## src/rtl/rbu_pkg.sv

```systemverilog
package rbu_pkg;

    typedef struct packed {
        logic v;
        logic i1;
        logic h;
        logic i0;
        logic n;
        logic z;
        logic c;
    } flags_t;

    typedef struct packed {
        logic hit;
        logic bad;
    } cond_res_t;

    // Selector pairs: the even member holds the base test, the odd member its complement.
    typedef enum logic [2:0] {
        PAIR_ALWAYS = 3'd0,
        PAIR_UGT    = 3'd1,
        PAIR_NC     = 3'd2,
        PAIR_NZ     = 3'd3,
        PAIR_NV     = 3'd4,
        PAIR_PL     = 3'd5,
        PAIR_SGT    = 3'd6,
        PAIR_SGE    = 3'd7
    } pair_e;

    function automatic cond_res_t eval_cond(input logic [3:0] sel, input logic alt,
                                            input flags_t f, input logic irq);
        cond_res_t r;
        logic      base;
        r    = '0;
        base = 1'b0;
        if (alt && !sel[3]) begin
            r.bad = 1'b1;
        end else begin
            case (pair_e'(sel[3:1]))
                PAIR_ALWAYS: base = 1'b1;
                PAIR_UGT:    base = !f.c && !f.z;
                PAIR_NC:     base = !f.c;
                PAIR_NZ:     base = !f.z;
                PAIR_NV:     base = alt ? !f.h : !f.v;
                PAIR_PL:     base = !f.n;
                PAIR_SGT:    base = alt ? !(f.i1 && f.i0) : (!f.z && (f.n == f.v));
                PAIR_SGE:    base = alt ? !irq : (f.n == f.v);
                default:     base = 1'b0;
            endcase
            r.hit = base ^ sel[0];
        end
        return r;
    endfunction

endpackage

```

## src/rtl/rbu_cond_eval.sv

```systemverilog
module rbu_cond_eval
    import rbu_pkg::*;
(
    input  logic [3:0] sel,
    input  logic       alt,
    input  flags_t     flags,
    input  logic       irq,
    output logic       hit,
    output logic       bad
);
    cond_res_t res;

    always_comb begin
        res = eval_cond(sel, alt, flags, irq);
        hit = res.hit;
        bad = res.bad;
    end
endmodule

```

## src/rtl/rbu_bit_test.sv

```systemverilog
module rbu_bit_test #(
    parameter int DATA_W = 8,
    parameter int IDX_W  = $clog2(DATA_W)
) (
    input  logic [DATA_W-1:0] data,
    input  logic [IDX_W-1:0]  idx,
    input  logic              on_clear,
    output logic              hit
);
    logic [DATA_W-1:0] lane_match;

    // One decoded lane per bit; the selected lane drives the result.
    for (genvar g = 0; g < DATA_W; g++) begin : g_lane
        assign lane_match[g] = (idx == IDX_W'(g)) && (data[g] ^ on_clear);
    end

    assign hit = |lane_match;
endmodule

```

## src/rtl/rbu_target_add.sv

```systemverilog
module rbu_target_add #(
    parameter int PC_W  = 24,
    parameter int OFF_W = 8
) (
    input  logic [PC_W-1:0]  base_pc,
    input  logic [OFF_W-1:0] disp,
    input  logic             use_disp,
    output logic [PC_W-1:0]  dest
);
    localparam int EXT_W = PC_W - OFF_W;

    logic [PC_W-1:0] disp_ext;
    logic [PC_W-1:0] sum;

    assign disp_ext = {{EXT_W{disp[OFF_W-1]}}, disp};
    assign sum      = base_pc + disp_ext;
    assign dest     = use_disp ? sum : base_pc;
endmodule

```

## src/rtl/rel_branch_unit.sv

```systemverilog
module rel_branch_unit
    import rbu_pkg::*;
#(
    parameter int PC_W   = 24,
    parameter int OFF_W  = 8,
    parameter int DATA_W = 8,
    parameter int IDX_W  = $clog2(DATA_W)
) (
    input  logic              clk,
    input  logic              rst,
    input  logic              in_valid,
    input  logic              bit_mode,
    input  logic [3:0]        cond_sel,
    input  logic              alt_sel,
    input  logic [6:0]        flags_in,
    input  logic              irq_line,
    input  logic [DATA_W-1:0] mem_byte,
    input  logic [IDX_W-1:0]  bit_idx,
    input  logic              clear_sense,
    input  logic [PC_W-1:0]   next_pc,
    input  logic [OFF_W-1:0]  rel_off,
    output logic              out_valid,
    output logic              taken,
    output logic [PC_W-1:0]   target,
    output logic              illegal
);
    logic            cond_hit;
    logic            cond_bad;
    logic            bit_hit;
    logic            take_d;
    logic            bad_d;
    logic [PC_W-1:0] dest_d;

    rbu_cond_eval u_cond (
        .sel   (cond_sel),
        .alt   (alt_sel),
        .flags (flags_t'(flags_in)),
        .irq   (irq_line),
        .hit   (cond_hit),
        .bad   (cond_bad)
    );

    rbu_bit_test #(.DATA_W(DATA_W), .IDX_W(IDX_W)) u_bit (
        .data     (mem_byte),
        .idx      (bit_idx),
        .on_clear (clear_sense),
        .hit      (bit_hit)
    );

    assign take_d = bit_mode ? bit_hit : cond_hit;
    assign bad_d  = !bit_mode && cond_bad;

    rbu_target_add #(.PC_W(PC_W), .OFF_W(OFF_W)) u_add (
        .base_pc  (next_pc),
        .disp     (rel_off),
        .use_disp (take_d),
        .dest     (dest_d)
    );

    always_ff @(posedge clk) begin
        if (rst) begin
            out_valid <= 1'b0;
            taken     <= 1'b0;
            illegal   <= 1'b0;
            target    <= '0;
        end else begin
            out_valid <= in_valid;
            taken     <= take_d;
            illegal   <= bad_d;
            target    <= dest_d;
        end
    end


    valid_follow_chk: assert property (@(posedge clk) disable iff (rst)
        in_valid |=> out_valid);


    idle_follow_chk: assert property (@(posedge clk) disable iff (rst)
        !in_valid |=> !out_valid);


    prefix_low_bad_chk: assert property (@(posedge clk) disable iff (rst)
        (in_valid && !bit_mode && alt_sel && !cond_sel[3]) |=> (illegal && !taken));


    bit_form_clean_chk: assert property (@(posedge clk) disable iff (rst)
        (in_valid && bit_mode) |=> !illegal);


    always_sel_chk: assert property (@(posedge clk) disable iff (rst)
        (in_valid && !bit_mode && !alt_sel && cond_sel == 4'h0) |=> taken);


    never_sel_chk: assert property (@(posedge clk) disable iff (rst)
        (in_valid && !bit_mode && !alt_sel && cond_sel == 4'h1) |=> !taken);


    fallthrough_chk: assert property (@(posedge clk) disable iff (rst)
        (in_valid && !bit_mode && !alt_sel && cond_sel == 4'h1) |=> (target == $past(next_pc)));
endmodule

```

## config.mk

```make
export PLATFORM = sky130hd
export DESIGN_NAME = rel_branch_unit
export DESIGN_NICKNAME = d
export VERILOG_FILES = /design/src/rtl/rbu_pkg.sv /design/src/rtl/rbu_cond_eval.sv /design/src/rtl/rbu_bit_test.sv /design/src/rtl/rbu_target_add.sv /design/src/rtl/rel_branch_unit.sv
export SDC_FILE = /design/constraint.sdc
export NUM_CORES = 1
export LEC_CHECK = 0
export BUFFER_PORTS_ARGS = -buffer_cell sky130_fd_sc_hd__buf_2
export CAP_MARGIN = 20
export CORE_ASPECT_RATIO = 1.4
export CORE_MARGIN = 2
export CORE_UTILIZATION = 50
export DETAILED_ROUTE_END_ITERATION = 7
export MAX_ROUTING_LAYER = met4
export PLACE_DENSITY = 0.88
export SLEW_MARGIN = 10
export SYNTH_ARGS = -nofsm -noshare
export SYNTH_HDL_FRONTEND = slang
export SYNTH_SLANG_ARGS = --single-unit
export TNS_END_PERCENT = 5
```

## constraint.sdc

```tcl
create_clock -name clk -period 2.9 [get_ports clk]
set_input_delay 0.435 -clock clk [delete_from_list [all_inputs] [get_ports clk]]
set_output_delay 0.435 -clock clk [all_outputs]
set_load 0.05 [all_outputs]
```

* After elaboration in Yosys (flattened, before gate mapping)
Index checks and enable logic that the tools add are counted.
Widths: inputs -> output; s select.
** Cells by class
- Equality and inequality tests :: 15
- Bitwise operators :: 9
- Multiplexer cells :: 9
- Reductions and logical operators :: 25
- $add $sub $neg :: 1
** Operators by type and width (number)
- $add 24x24->24 :: 1
- $eq 3x3->1 const B :: 8
- $mux 24 :: 1
- $logic_and 1x1->1 :: 13
- $eq 3x2->1 const B :: 4
- $logic_not 1->1 :: 9
- $xor 1x1->1 :: 9
- $pmux 1 s8 :: 1
- $reduce_or 8->1 :: 1
- $mux 1 :: 7
- $eq 3x1->1 const B :: 2
- $logic_not 3->1 :: 2
- $eq 1x1->1 :: 1
** Word-level totals
- Flip-flop bits (word level) :: 27
- Output and inout bits :: 27
- Word-level logic and storage cells :: 63

* Depth between registers and ports, before layout
- Depth in word-level cells :: 9
- Gate-level depth with buffers :: 11

* By module
A second synthesis with hierarchy kept.
** Unflattened totals
- Cell total of the unflattened synthesis :: 331
- Area, all modules :: 2728.9 um^2
** Modules (own cells, without submodules)
- rbu_target_add :: seq. area each 0.0 um^2, cells an instance 242, times used 1, area each 1705.4 um^2
- rel_branch_unit :: seq. area each 540.5 um^2, cells an instance 57, times used 1, area each 760.7 um^2
- rbu_bit_test :: seq. area each 0.0 um^2, cells an instance 16, times used 1, area each 131.4 um^2
- rbu_cond_eval :: seq. area each 0.0 um^2, cells an instance 16, times used 1, area each 131.4 um^2

* Worst setup path before layout
OpenSTA, ideal clock, no wires.
- Path kind :: input to register
- From :: in next_pc[8]
- To :: reg target[23]
- Buffers on the path :: 0
- Library setup time :: 0.123 ns
- Cell stages on the path :: 9
- Arrival time :: 2.618 ns
- Data required time :: 2.777 ns
- Setup slack :: 0.159 ns
- Cells stage by stage :: ha_1 > and3_1 > a21boi_1 > a221oi_2 > a211oi_1 > a211o_1 > a221oi_2 > mux2i_1 > mux2_1
** On the way
- Cells in the longest elaborated chain, start to end :: 2
** Ends and longest elaborated chain
- start: declaration :: RTL line rel_branch_unit.sv:20 : input logic [PC_W-1:0] next_pc,
- $add 24x24->24 :: RTL line rbu_target_add.sv:16 : assign sum = base_pc + disp_ext;
- $mux 24 :: RTL line rbu_target_add.sv:17 : assign dest = use_disp ? sum : base_pc;
- end signal: assignment :: RTL line rel_branch_unit.sv:70 : target <= dest_d;
- end: declaration :: RTL line rel_branch_unit.sv:24 : output logic [PC_W-1:0] target,
Every way passes these cells.
A chain may end at the register's enable or synchronous reset.

* Worst setup path after layout
- From :: in next_pc[2]
- To :: reg target[23]
The elaborated chain is that of the path after synthesis.

==> flow_summary_export.csv <==
group,metric,value,unit
pwr,power.internal,0.784,mW
die,pin_count,88,
grt,grt_max_degree,29,
die,die_h,84.1,um
die,die-area,5150,um2
pwr,netSwitchingFraction,42.3,%
pwr,leakage,1.50,nW
critical_path,crit_fanout,3,
logic_synthesis,synthMuxAreaShare,9.45,%
routing,antenna_left,0,
finish,layout.nets,472,
clock_network,clkSinkCount,27,
clock_network,ctsHoldBuffers,0,
finish,area_growth,30.9,%
clock_network,path_clk_slew,0.10,ns
pwr,comb_power_share,52.6,%
pwr,seqPwrFrac,31.2,%
finish,postLayoutCoreUtil,67.2,%
pwr,peakVddDrop,0.255,mV
logic_synthesis,synthSimpleGateAreaFrac,15.9,%
clock_network,cts_tree,"yes",
pwr,cellPowerDensity,454,nW/um2
logic_synthesis,yosysWarnings,0,
finish,diodes,0,
hold_path,min_path_cells,2,
logic_synthesis,yosysSeqAreaShare,23.6,%
logic_synthesis,synth_most_common_cell,"nor2_1",
status,status,"finished, final reports clean",
die,die_width,61.2,um
routing,dr_total_vias,2451,
critical_path,slowest_delay,0.34,ns
sta,tightest_slew,0.533,ns
sta,tns,0,ns
logic_synthesis,synthXorXnorAreaFrac,8.03,%
sta,period_minus_slack,2.71,ns
logic_synthesis,asyncSetResetFlopFracSynth,0,%
die,start_util,51.3,%
routing,drtIter0Drc,115,
place,hpwl,4.67,mm
hold_path,hold_path_class,"input port to register",
critical_path,required,3.07,ns
logic_synthesis,syn_inst,280,
sta,maxSlewViolCount,0,
routing,routed_wirelength,5.90,mm
critical_path,critical_path.cell_chain,"buf_2 > ha_1 > o211ai_1 > o211ai_1 > a221oi_2 > a211oi_2 > a211o_1 > a221oi_2 > mux2i_1 > mux2_1",
die,fp-row-count,29,
critical_path,startpoint,"next_pc[2]",
critical_path,critPathSlowestCell,"mux2_1",
sta,fin_hold_ws,0.346,ns
die,core,4460,um2
clock_network,htree_levels,1,
flow_run,drv_cap,0,
pwr,p_clk_share,16.2,%
clock_network,cts-root-buf,"clkbuf_8",
logic_synthesis,synth_ff_type,"dfxtp_1",
critical_path,setup.worst_path.start_class,"input port",
logic_synthesis,synth-edff-count,0,
place,io_buffers,87,
hold_path,hold_start,"bit_mode",
routing,routedWlPerCell,13.2,um
grt,grt_pass1_vias,2375,
clock_network,cts_max_path_buffers,2,
critical_path,worstPathArrival,2.88,ns
place,routabilityCongestion,0.928,
clock_network,cts_buffers,3,
logic_synthesis,synth_top_family_by_area,"compound AO/OA/AOI/OAI gates",
logic_synthesis,synth_common_cells,"39 x nor2_1, 29 x a21oi_1, 27 x dfxtp_1, 23 x ha_1, 19 x nand2_1",
routing,detail_route.first_pass.iterations,5,
sta,fmax,368,MHz
sta,relSlewSlack,63.6,%
logic_synthesis,synth.cell_area,2290,um2
sta,timing.final.crit_share,93.6,%
logic_synthesis,syn-mean-instance-area,8.18,um2
finish,drive_above_1_share,32.4,%
critical_path,worstSetupEndpointType,"register",
logic_synthesis,synthTopCellsByArea,"dfxtp_1 24%, ha_1 13%, mux2i_1 7.0%",
grt,antenna_found_initial,0,
sta,hold_violations,0,
logic_synthesis,synth_seq_cells,27,
logic_synthesis,yosys.area.top_type,"dfxtp_1",
critical_path,path_class,"input port to register",
hold_path,whs_endpoint,"illegal$_SDFF_PP0_",
grt,grt_pass1_wl,9.52,mm
sta,setup_viol,0,
grt,grt_overflow,0,
routing,drc,0,
logic_synthesis,synthAdderAreaFrac,13.4,%
logic_synthesis,syn_nets,365,
grt,grt.total_usage,23.8,%
logic_synthesis,synth.top_cell.area_share,23.6,%
pwr,power.net_switching,0.576,mW
logic_synthesis,synth-compound-area-share,26.7,%
logic_synthesis,ys_types,48,
routing,routed_via_density,5.47,
-- cells by family (layout without fill, tap and decap cells) --
logic type | after synthesis | after routing
fa+ha+maj | 24 | 24
xor+xnor | 21 | 21
simple gates | 82 | 82
mux | 19 | 19
compound gates | 90 | 90
buf+inv | 17 | 123
flops | 27 | 27
-- worst max-delay path, delay by kind of cell --
kind	cells	cell delay, ns
muxes	2	0.59
adders and majority gates	1	0.30
AOI/OAI and AO/OA	6	1.45
buffers and inverters	1	0.11
-- metrics by stage --
step / power [mW] / area (um2) / std cells / setup WS, ns
after detailed placement: 1.14 / 2930 / 442 / -0.0533
after CTS: 1.36 / 2970 / 446 / 0.207
after global placement: 1.12 / 2930 / 442 / -0.00488
after global routing: 1.45 / 3000 / 448 / -0.00347
final: 1.36 / 3000 / 448 / 0.186
after floorplan: 0.942 / 2290 / 280 / 0.159
-- layout by cell type, fill, tap and decap left out, types with 3 or more instances in the layout --
cell type / instances
xor2_1: 9
o21ai_0: 7
buf_2: 87
xnor2_1: 12
a21oi_1: 29
nor2_1: 39
nor2b_1: 9
nand2_1: 19
o21ai_1: 6
dfxtp_1: 27
o21bai_1: 4
inv_1: 8
a21o_1: 10
a211oi_1: 5
buf_4: 23
and3_1: 3
mux2i_1: 16
o211ai_1: 6
clkbuf_8: 3
ha_1: 23
o21a_1: 3
nand3_1: 3
-- state kept, by name (all words and copies together) (netlist names) --
register / cells
target: 24
illegal: 1
out_valid: 1
taken: 1
-- metal layers --
| layer | vias to the layer above | global-route usage, % | wire length, um |
|---|---|---|---|
| met3 | 20 | 2.17 | 239 |
| li1 | 1232 | - | - |
| met4 | 0 | 10.7 | 201 |
| met5 | - | - | 0 |
| met1 | 1113 | 25.0 | 2280 |
| met2 | 86 | 42.5 | 3170 |
-- power by group through the flow --
stage               Clock [mW]  Combinational (mW)  Sequential, mW
global route             0.240               0.778           0.429
CTS                      0.225               0.708           0.425
floorplan                    0               0.345           0.597
detailed placement           0               0.703           0.433
finish                   0.220               0.715           0.425
global placement             0               0.688           0.433
-- how the worst max path moves through the flow --
| stage | endpoint | slack [ns] | cells after the start |
|---|---|---|---|
| floorplan | target[23]$_SDFF_PP0_ | 0.16 | 9 |
| global placement | target[23]$_SDFF_PP0_ | -0.005 | 10 |
| detailed placement | target[23]$_SDFF_PP0_ | -0.05 | 10 |
| CTS | target[23]$_SDFF_PP0_ | 0.21 | 10 |
| global route | target[23]$_SDFF_PP0_ | -0.003 | 10 |
| finish | target[23]$_SDFF_PP0_ | 0.19 | 10 |
-- layout make-up --
type | instances | area [um2]
Tap cell | 62 | 77.6
Fill cell | 401 | 1460
Clock buffer | 3 | 41.3
Timing Repair Buffer | 110 | 608
Inverter | 9 | 33.8
Multi-Input combinational cell | 236 | 1690
Sequential cell | 27 | 541
Clock inverter | 1 | 5.00
-- timing repair --
item	4_1_cts	5_1_grt
gates resized for setup	0	2
buffers inserted	0	2
setup endpoints to repair	0	1
Power figures use the tool's default switching activity.
